[src/rtl/hpt_pkg.sv]
package hpt_pkg;

  localparam int unsigned WORD_W   = 32;
  localparam int unsigned SEG_CNT  = 16;
  localparam int unsigned VSID_W   = 24;
  localparam int unsigned HASH_W   = 19;
  localparam int unsigned API_W    = 6;
  localparam int unsigned MASK_W   = 9;
  localparam int unsigned PAGE_LSB = 12;

  localparam logic [WORD_W-1:0] HSEL_BIT = 32'h0000_0040;
  localparam logic [HASH_W-1:0] HASH_FLIP = '1;

  typedef enum logic [1:0] {
    SC_IDLE = 2'd0,
    SC_PRI  = 2'd1,
    SC_SEC  = 2'd2
  } scan_state_t;

  // Group base: origin high bits, origin mid bits widened by masked hash,
  // low hash bits select the 64-byte group.
  function automatic logic [WORD_W-1:0] group_base(input logic [HASH_W-1:0] h,
                                                   input logic [WORD_W-1:0] tbl);
    logic [MASK_W-1:0] mid;
    mid = tbl[24:16] | (h[18:10] & tbl[MASK_W-1:0]);
    return {tbl[31:25], mid, h[9:0], 6'b00_0000};
  endfunction

endpackage

[src/rtl/hpt_hash.sv]
module hpt_hash
  import hpt_pkg::*;
(
  input  logic [WORD_W-1:0]         ea,
  input  logic [SEG_CNT*WORD_W-1:0] seg_flat,
  input  logic [WORD_W-1:0]         tbl,
  output logic [2*WORD_W-1:0]       grp_flat,
  output logic [WORD_W-1:0]         cmp
);

  logic [3:0]        seg_idx;
  logic [WORD_W-1:0] seg_word;
  logic [VSID_W-1:0] vsid;
  logic [HASH_W-1:0] h_pri;
  logic [7:0]        unused_seg_hi;

  assign seg_idx  = ea[31:28];
  assign seg_word = seg_flat[{seg_idx, 5'd0} +: WORD_W];
  assign vsid     = seg_word[VSID_W-1:0];
  assign unused_seg_hi = seg_word[WORD_W-1:VSID_W];

  assign h_pri = vsid[HASH_W-1:0] ^ {3'b000, ea[27:12]};

  // valid, vsid, hash-select (clear), abbreviated page index
  assign cmp = {1'b1, vsid, 1'b0, ea[27:22]};

  // Index 0 is the primary group, index 1 the secondary (complemented hash).
  for (genvar g = 0; g < 2; g++) begin : g_grp
    localparam logic [HASH_W-1:0] FLIP = (g == 0) ? '0 : HASH_FLIP;
    assign grp_flat[g*WORD_W +: WORD_W] = group_base(h_pri ^ FLIP, tbl);
  end

endmodule

[src/rtl/hpt_scan.sv]
module hpt_scan
  import hpt_pkg::*;
#(
  parameter int unsigned N_ENT = 8
) (
  input  logic              clk,
  input  logic              rst,
  input  logic              go,
  input  logic [WORD_W-1:0] go_base,
  input  logic [WORD_W-1:0] go_cmp,
  input  logic [WORD_W-1:0] sec_base,
  input  logic [WORD_W-1:0] sec_cmp,
  output logic              mem_req,
  output logic [WORD_W-1:0] mem_addr,
  input  logic [WORD_W-1:0] mem_rdata,
  output logic              busy,
  output logic              fin,
  output logic              hit,
  output logic [WORD_W-1:0] lo_word
);

  localparam int unsigned N_WORD = 2 * N_ENT;
  localparam int unsigned WIDX_W = $clog2(N_WORD);
  localparam logic [WIDX_W-1:0] LAST_W = WIDX_W'(N_WORD - 1);

  scan_state_t       st_q;
  logic              req_q, rv_q, found_q, fin_q, hit_q;
  logic [WORD_W-1:0] addr_q, cmp_act_q, lo_q;
  logic [WIDX_W-1:0] widx_q, ridx_q;

  logic hit_now, last_issue, grab, pass_miss, keep_issuing;

  assign hit_now      = rv_q && !ridx_q[0] && !found_q && (mem_rdata == cmp_act_q);
  assign last_issue   = (widx_q == LAST_W);
  assign grab         = rv_q && ridx_q[0] && found_q;
  assign pass_miss    = rv_q && (ridx_q == LAST_W) && !found_q;
  assign keep_issuing = req_q && !last_issue && !hit_now && !found_q;

  always_ff @(posedge clk) begin
    if (rst) begin
      st_q      <= SC_IDLE;
      req_q     <= 1'b0;
      rv_q      <= 1'b0;
      found_q   <= 1'b0;
      fin_q     <= 1'b0;
      hit_q     <= 1'b0;
      addr_q    <= '0;
      cmp_act_q <= '0;
      lo_q      <= '0;
      widx_q    <= '0;
      ridx_q    <= '0;
    end else begin
      fin_q  <= 1'b0;
      rv_q   <= req_q;
      ridx_q <= widx_q;
      if (st_q == SC_IDLE) begin
        if (go) begin
          st_q      <= SC_PRI;
          req_q     <= 1'b1;
          addr_q    <= go_base;
          widx_q    <= '0;
          found_q   <= 1'b0;
          cmp_act_q <= go_cmp;
        end
      end else begin
        if (hit_now) found_q <= 1'b1;
        if (keep_issuing) begin
          widx_q <= widx_q + 1'b1;
          addr_q <= addr_q + 32'd4;
        end else begin
          req_q <= 1'b0;
        end
        if (grab) begin
          fin_q <= 1'b1;
          hit_q <= 1'b1;
          lo_q  <= mem_rdata;
          st_q  <= SC_IDLE;
        end else if (pass_miss) begin
          if (st_q == SC_PRI) begin
            st_q      <= SC_SEC;
            req_q     <= 1'b1;
            addr_q    <= sec_base;
            widx_q    <= '0;
            cmp_act_q <= sec_cmp | HSEL_BIT;
          end else begin
            fin_q <= 1'b1;
            hit_q <= 1'b0;
            lo_q  <= '0;
            st_q  <= SC_IDLE;
          end
        end
      end
    end
  end

  assign mem_req  = req_q;
  assign mem_addr = addr_q;
  assign busy     = (st_q != SC_IDLE);
  assign fin      = fin_q;
  assign hit      = hit_q;
  assign lo_word  = lo_q;

endmodule

[src/rtl/hpt_walker.sv]
module hpt_walker
  import hpt_pkg::*;
#(
  parameter int unsigned N_ENT = 8
) (
  input  logic                      clk,
  input  logic                      rst,
  input  logic                      start,
  input  logic [31:0]               ea,
  input  logic [SEG_CNT*32-1:0]     seg_flat,
  input  logic [31:0]               tbl_reg,
  output logic                      mem_req,
  output logic [31:0]               mem_addr,
  input  logic [31:0]               mem_rdata,
  output logic                      busy,
  output logic                      done,
  output logic                      match,
  output logic [31:0]               pte_lo,
  output logic [31:0]               pa,
  output logic [31:0]               grp_pri,
  output logic [31:0]               grp_sec,
  output logic [31:0]               cmp_word
);

  logic [2*WORD_W-1:0]   grp_flat;
  logic [WORD_W-1:0]     cmp_c;
  logic                  go;
  logic [PAGE_LSB-1:0]   off_q;
  logic [WORD_W-1:0]     grp_pri_q, grp_sec_q, cmp_q;
  logic [WORD_W-1:0]     lo_w;
  logic                  hit_w;

  hpt_hash u_hash (
    .ea       (ea),
    .seg_flat (seg_flat),
    .tbl      (tbl_reg),
    .grp_flat (grp_flat),
    .cmp      (cmp_c)
  );

  assign go = start && !busy;

  always_ff @(posedge clk) begin
    if (rst) begin
      off_q     <= '0;
      grp_pri_q <= '0;
      grp_sec_q <= '0;
      cmp_q     <= '0;
    end else if (go) begin
      off_q     <= ea[PAGE_LSB-1:0];
      grp_pri_q <= grp_flat[0 +: WORD_W];
      grp_sec_q <= grp_flat[WORD_W +: WORD_W];
      cmp_q     <= cmp_c;
    end
  end

  hpt_scan #(.N_ENT(N_ENT)) u_scan (
    .clk       (clk),
    .rst       (rst),
    .go        (go),
    .go_base   (grp_flat[0 +: WORD_W]),
    .go_cmp    (cmp_c),
    .sec_base  (grp_sec_q),
    .sec_cmp   (cmp_q),
    .mem_req   (mem_req),
    .mem_addr  (mem_addr),
    .mem_rdata (mem_rdata),
    .busy      (busy),
    .fin       (done),
    .hit       (hit_w),
    .lo_word   (lo_w)
  );

  assign match    = hit_w;
  assign pte_lo   = lo_w;
  assign pa       = hit_w ? {lo_w[WORD_W-1:PAGE_LSB], off_q} : '0;
  assign grp_pri  = grp_pri_q;
  assign grp_sec  = grp_sec_q;
  assign cmp_word = cmp_q;

endmodule

[config.mk]
export PLATFORM = sky130hd
export DESIGN_NAME = hpt_walker
export DESIGN_NICKNAME = d
export VERILOG_FILES = /design/src/rtl/hpt_pkg.sv /design/src/rtl/hpt_hash.sv /design/src/rtl/hpt_scan.sv /design/src/rtl/hpt_walker.sv
export SDC_FILE = /design/constraint.sdc
export NUM_CORES = 1
export LEC_CHECK = 0
export BUFFER_PORTS_ARGS = -buffer_cell sky130_fd_sc_hd__buf_2
export CAP_MARGIN = 25
export CORE_AREA = 4 4 316 318
export CTS_CLUSTER_DIAMETER = 200
export DETAILED_ROUTE_END_ITERATION = 16
export DIE_AREA = 0 0 320 322
export SLEW_MARGIN = 30
export SYNTH_ARGS = -nofsm -noshare
export SYNTH_HDL_FRONTEND = slang
export SYNTH_SLANG_ARGS = --single-unit
[constraint.sdc]
create_clock -name clk -period 3.6 [get_ports clk]
set_input_delay 0.54 -clock clk [delete_from_list [all_inputs] [get_ports clk]]
set_output_delay 0.54 -clock clk [all_outputs]
set_load 0.02 [all_outputs]
==> impl_metrics.yaml, run 1 <==
status:
  outcome: "completed"
global_routing:
  grt_remaining_overflow: 0
  grtUsageTotal_pct: 14.9
  grt_pass1_vias: 12500
  grt_pass1_wl_mm: 105
  grt_max_degree: 151
  antenna_found_initial: 75
timing:
  max_freq_ghz: 0.373
  rsz0062_at_grt: "false"
  setup_viol: 0
  tns_ns: 0
  finalCritPeriodShare_pct: 74.4
  fin_crit_ns: 2.68
  slew-limit-headroom_pct: 45.7
  drv_slew: 0
  skew_ns: 0.0183
  worst_slew_pin_slew_ns: 0.814
  final_hold_viol_count: 0
  fin_ws_ns: 0.920
power_and_ir_drop:
  pwr-share-clk_pct: 31.1
  switching_power_mw: 2.31
  p_per_area_nw_per_um2: 364
  netSwitchingFraction_pct: 36.4
  pwr-share-comb_pct: 29.5
  ir_worst_vdd_uv: 378
  leakage_nw: 7.46
  seq_power_share_pct: 39.4
  internal-power_mw: 4.03
yosys:
  synth_ff_type: "dfxtp_1"
  synth_xor_area_share_pct: 4.82
  synth-compound-area-share_pct: 14.5
  yosys_warnings: 0
  synth-edff-count: 0
  synth_top_area_share_pct: 32.9
  synth-adder-area-share_pct: 0.209
  yosys.area.top_type: "dfxtp_1"
  syn_area_um2: 12000
  synthMuxAreaShare_pct: 24.8
  ys_seq_area_share_pct: 32.9
  yosys_register_bits: 197
  synth_cell_types: 50
  synthSimpleGateAreaFrac_pct: 16.9
  yosys-top-cells-area: "dfxtp_1, mux4_2, nand2_1, a21oi_1, nor2_1"
  synth_area_per_cell_um2: 9.37
  syn_inst: 1280
  synth_top_family_by_area: "multiplexers"
  ys_async_sr_fraction_pct: 0
clock_network:
  post_cts_resized: 0
  clk_pin_slew_worst_paths_ns: 0.09
  cts_max_level: 4
  numCtsBuffers: 17
  clockBufferDepth: 2
  cts.sinks: 197
  root_buffer: "clkbuf_16"
  cts_tree: "built"
  postCtsSetupBuffers: 0
  clk_latency_ns: 0.49
  hold_buffers: 0
critical_path:
  end_kind: "register"
  worst_setup_path_start_kind: "input port"
  crit_fanout: 23
  crit_arrival_ns: 3.04
  critPathRequiredTime_ns: 3.96
  crit_type: "in2reg"
place:
  hpwl_mm: 69.0
  place_inst: 3150
  place_congestion: 0.875
  port-buffer-count: 656
  pre_cts_slack_ns: 0.373
route:
  drt_pass1_iterations: 8
  vias: 13100
  routedWlPerCell_um: 25.3
  routed_via_density: 4.11
  wl_mm: 81.0
  ant_nets: 0
  post-route-drc-count: 0
  initialDrtViolationCount: 1000
floorplanning:
  start_util_pct: 12.4
  ios: 807
  die_area_um2: 103000
  fp.coreArea_um2: 96600
  rows: 114
  die-width_um: 320
  die_y_um: 322
final_layout:
  final_cell_mix: "buf_2, dfxtp_1, nand2_1"
  nNetsFinal: 2506
  layout_commonest_cell: "buf_2"
  fill_cells: 10800
  area_growth_pct: 45.3
  drive_gt1_share_pct: 44.9
  layout.cells.non_filler: 3195
run:
  drv_cap: 0
min_path:
  hold_class: "in2reg"
[cell type report]
class	instances	area (µm²)	share of cell area, %
multi-input cells	955	7440	42.7
flip-flops and latches	197	3940	22.6
repair buffers	712	3820	21.9
well taps	1276	1600	9.16
clock buffers	18	429	2.46
clock inverters	13	136	0.782
inverters	10	37.5	0.215
diodes	14	35.0	0.201
[stage by stage]
step / power [mW] / utilization, % / hold slack [ns] / cell area, µm²
4_1_cts: 6.47 / 18.0 / 0.254 / 17400
2_1_floorplan: 3.46 / - / 0.432 / 12000
6_report: 6.34 / 18.1 / 0.298 / 17400
3_5_place_dp: 4.47 / 17.4 / 0.444 / 16800
5_1_grt: 6.66 / 18.0 / 0.278 / 17400
3_3_place_gp: 4.45 / 17.4 / 0.440 / 16800
[critical path: stages]
cell	delay (ns)
buf_6	0.20
buf_12	0.24
buf_4	0.17
mux4_2	0.49
mux4_2	0.62
a21oi_1	0.39
a21oi_1	0.12
a21oi_1	0.13
o21ai_0	0.09
[worst paths after layout]
path / slack [ns] / depth (start not counted) / from / to
setup / recovery: 0.92 / 9 / ea[28] / u_scan.mem_addr[23]
setup reg to reg: 1.00 / 6 / u_scan.found_q / u_scan.mem_addr[5]
hold reg to reg: 0.45 / 2 / off_q[9] / off_q[9]
hold / removal: 0.30 / 3 / ea[11] / off_q[11]
[cells in the mapped netlist (3+ instances only)]
master / count
xor2_1: 18
mux4_2: 104
buf_1: 8
a21o_1: 4
buf_4: 23
a21oi_1: 110
a211oi_1: 8
a311oi_1: 32
nor2_1: 119
a22oi_1: 38
nand2_1: 183
a221o_1: 4
or4_1: 3
and4_1: 6
nand3_1: 25
nand4_1: 20
and2_1: 38
mux4_1: 15
mux2_2: 3
nor4_1: 4
nor3_1: 13
dfxtp_1: 197
and3_1: 16
nor2b_1: 11
clkbuf_1: 82
xnor2_1: 48
buf_2: 11
o211ai_1: 4
inv_1: 10
buf_6: 6
nand2b_1: 5
o21ai_0: 60
nor3b_1: 4
mux2i_1: 20
a31oi_1: 5
o21ai_1: 3
[metal layers]
metal,track usage (%),vias to the layer above,wire [µm]
met5,0,-,244
met4,4.31,38,2070
met3,5.84,110,8150
met2,23.2,744,36300
met1,19.1,6294,34200
li1,-,5944,-
[logic make-up (layout without fill, tap and decap cells)]
logic type | after synthesis | count (layout)
flip-flops | 197 | 197
AND/OR/NAND/NOR | 448 | 448
buffers and inverters | 142 | 753
other | 1 | 29
adder cells (fa/ha/maj) | 2 | 2
XOR/XNOR | 66 | 66
AO/OA/AOI/OAI | 282 | 282
multiplexers | 142 | 142
[power by group through the flow]
| stage | sequential (mW) | clock (mW) | combinational [mW] |
|---|---|---|---|
| after global placement | 2.54 | 0 | 1.91 |
| final | 2.50 | 1.97 | 1.87 |
| after detailed placement | 2.55 | 0 | 1.92 |
| after CTS | 2.50 | 2.04 | 1.93 |
| after global routing | 2.52 | 2.12 | 2.02 |
| after floorplan | 2.61 | 0 | 0.852 |
[flip-flops by register name, indices dropped and copies added, names as in the netlist, 2 cells and up]
| signal | count |
|---|---|
| grp_sec | 26 |
| u_scan.lo_word | 32 |
| u_scan.ridx_q | 4 |
| u_scan.mem_addr | 30 |
| u_scan.st_q | 2 |
| off_q | 12 |
| u_scan.widx_q | 4 |
| cmp_word | 31 |
| u_scan.cmp_act_q | 32 |
| grp_pri | 19 |
Note: power is estimated with default switching activity, not from simulation.
==> run 2, diff against run 1 <==
clock period = 2.5 ns   (was 3.6 ns; I/O delays follow)
==> run 2 against run 1 <==
Register-to-register slack got worse by 0.78 ns. Largest power group unchanged. Wire length increased by 3.5%. Total power increased by 50%. Combinational power increased by 55%. Sequential share of layout area decreased by 0.78 points. Clock power increased by 54%. Utilization increased by 0.65 points. Highest routed layer unchanged.
==> impl_metrics.yaml, run 2 (synthesis results as in run 1) <==
critical_path:
  path_depth: 4
  cp_top_family: "buffers and inverters"
  slowest_delay_ns: 0.54
  startpoint: "u_scan.st_q[1]"
  r2r-end: "u_scan.mem_addr[5]"
  crit_arrival_ns: 2.02
  crit_type: "reg2out"
  crit_fanout: 28
  r2r_slack_ns: 0.22
  critPathRequiredTime_ns: 2.12
  worst_setup_path_start_kind: "register"
  cp.buffers_inverters: 3
  crit_end: "busy"
  reg2reg_depth: 10
  worstPathCellList: "nor2_4 > inv_1 > buf_4 > buf_2"
  end_kind: "output pin"
  crit_slowest_cell: "dfxtp_1"
  r2r-start: "u_scan.cmp_act_q[3]"
route:
  met1_length_mm: 34.1
  initialDrtViolationCount: 967
  met2_wirelength_mm: 37.7
  wl_mm: 83.8
  ant_nets: 0
  routedWlPerCell_um: 25.6
  top_layer: "met5"
  post-route-drc-count: 0
  routed_via_density: 4.15
  drt_pass1_iterations: 7
  vias: 13600
  met3_length_mm: 8.82
timing:
  slew-limit-headroom_pct: 55.4
  rsz0062_at_grt: "false"
  worst_slew_pin_slew_ns: 0.670
  setup_viol: 0
  final_hold_viol_count: 0
  max_freq_ghz: 0.418
  fin_crit_ns: 2.39
  drv_slew: 0
  skew_ns: 0.0156
  fin_ws_ns: 0.107
  finalCritPeriodShare_pct: 95.7
power_and_ir_drop:
  ir_worst_vdd_uv: 516
  internal-power_mw: 6.07
  netSwitchingFraction_pct: 36.2
  power_mw: 9.51
  pwr-share-clk_pct: 31.9
  p_per_area_nw_per_um2: 527
  leakage_nw: 7.82
  seq_power_share_pct: 37.7
  switching_power_mw: 3.45
  pwr-share-comb_pct: 30.4
clock_network:
  hold_buffers: 0
  clockBufferDepth: 2
  cts.sinks: 197
  postCtsSetupBuffers: 0
  cts_tree: "built"
  numCtsBuffers: 17
  clk_pin_slew_worst_paths_ns: 0.08
  root_buffer: "clkbuf_16"
  cts_max_level: 4
  clk_latency_ns: 0.50
  post_cts_resized: 0
global_routing:
  grt_pass1_vias: 12900
  grt_remaining_overflow: 0
  grt_max_degree: 63
  antenna_found_initial: 71
  grtUsageTotal_pct: 15.4
  grt_pass1_wl_mm: 108
floorplanning:
  fp.coreArea_um2: 96600
  die_area_um2: 103000
  start_util_pct: 12.4
  die_y_um: 322
  ios: 807
  rows: 114
  die-width_um: 320
final_layout:
  nNetsFinal: 2568
  drive_gt1_share_pct: 46.8
  register_area_um2: 3940
  fill_cells: 10900
  final_cell_area_um2: 18100
  layout_commonest_cell: "buf_2"
  area_growth_pct: 50.5
  multiInputGateArea_um2: 7450
  final_cell_mix: "buf_2, dfxtp_1, nand2_1"
  utilization_pct: 18.7
place:
  place_congestion: 0.912
  port-buffer-count: 656
  placed_area_um2: 17400
  hpwl_mm: 72.6
  pre_cts_slack_ns: -0.519
status:
  outcome: "completed"
min_path:
  hold_class: "in2reg"
  hold_path.startpoint: "ea[11]"
run:
  drv_cap: 0
run 2: metrics by stage:
step                TNS (ns)  hold WS (ns)  std cells
global route               0        0.0955       3256
CTS                        0        0.0735       3244
finish                     0         0.129       3271
detailed placement    -13.97         0.444       3212
floorplan                  0         0.432       1294
global placement      -13.03         0.437       3212
run 2: worst min-delay path by stage:
stage               slack (ns)  cells past startpoint   endpoint
global placement          0.44                      2   off_q[4]
detailed placement        0.44                      2   off_q[1]
floorplan                 0.43                      2   off_q[0]
CTS                       0.07                      3  off_q[10]
finish                    0.13                      3  off_q[11]
global route               0.1                      3  off_q[11]
run 2: worst register-to-register path, stage by stage (launching register included):
cell	delay (ns)
dfxtp_1	0.49
xnor2_1	0.13
nand4_1	0.12
nor4_1	0.05
buf_4	0.15
nand3_1	0.11
buf_12	0.18
nand2_1	0.19
buf_4	0.23
or4_1	0.49
nand3_1	0.09
run 2: per-layer routing:
layer,global-route usage [%],vias to the layer above
met2,23.8,748
met3,6.67,130
met5,0,-
li1,-,6094
met4,5.95,36
met1,19.0,6571
run 2: power by group through the flow:
| stage | combinational [mW] | clock [mW] | sequential, mW |
|---|---|---|---|
| after floorplan | 1.23 | 0 | 3.76 |
| after global placement | 2.93 | 0 | 3.65 |
| after detailed placement | 2.94 | 0 | 3.66 |
| after CTS | 2.95 | 3.16 | 3.59 |
| after global routing | 3.11 | 3.25 | 3.62 |
| final | 2.89 | 3.03 | 3.59 |
run 2: cell type report:
class                           instances  share of cell area (%)
Clock buffer                           17                    2.36
Multi-Input combinational cell        955                    41.3
Sequential cell                       197                    21.8
Tap cell                             1276                    8.84
Timing Repair Buffer                  774                    24.0
Inverter                               10                   0.208
Antenna cell                           27                   0.374
Clock inverter                         15                    1.11
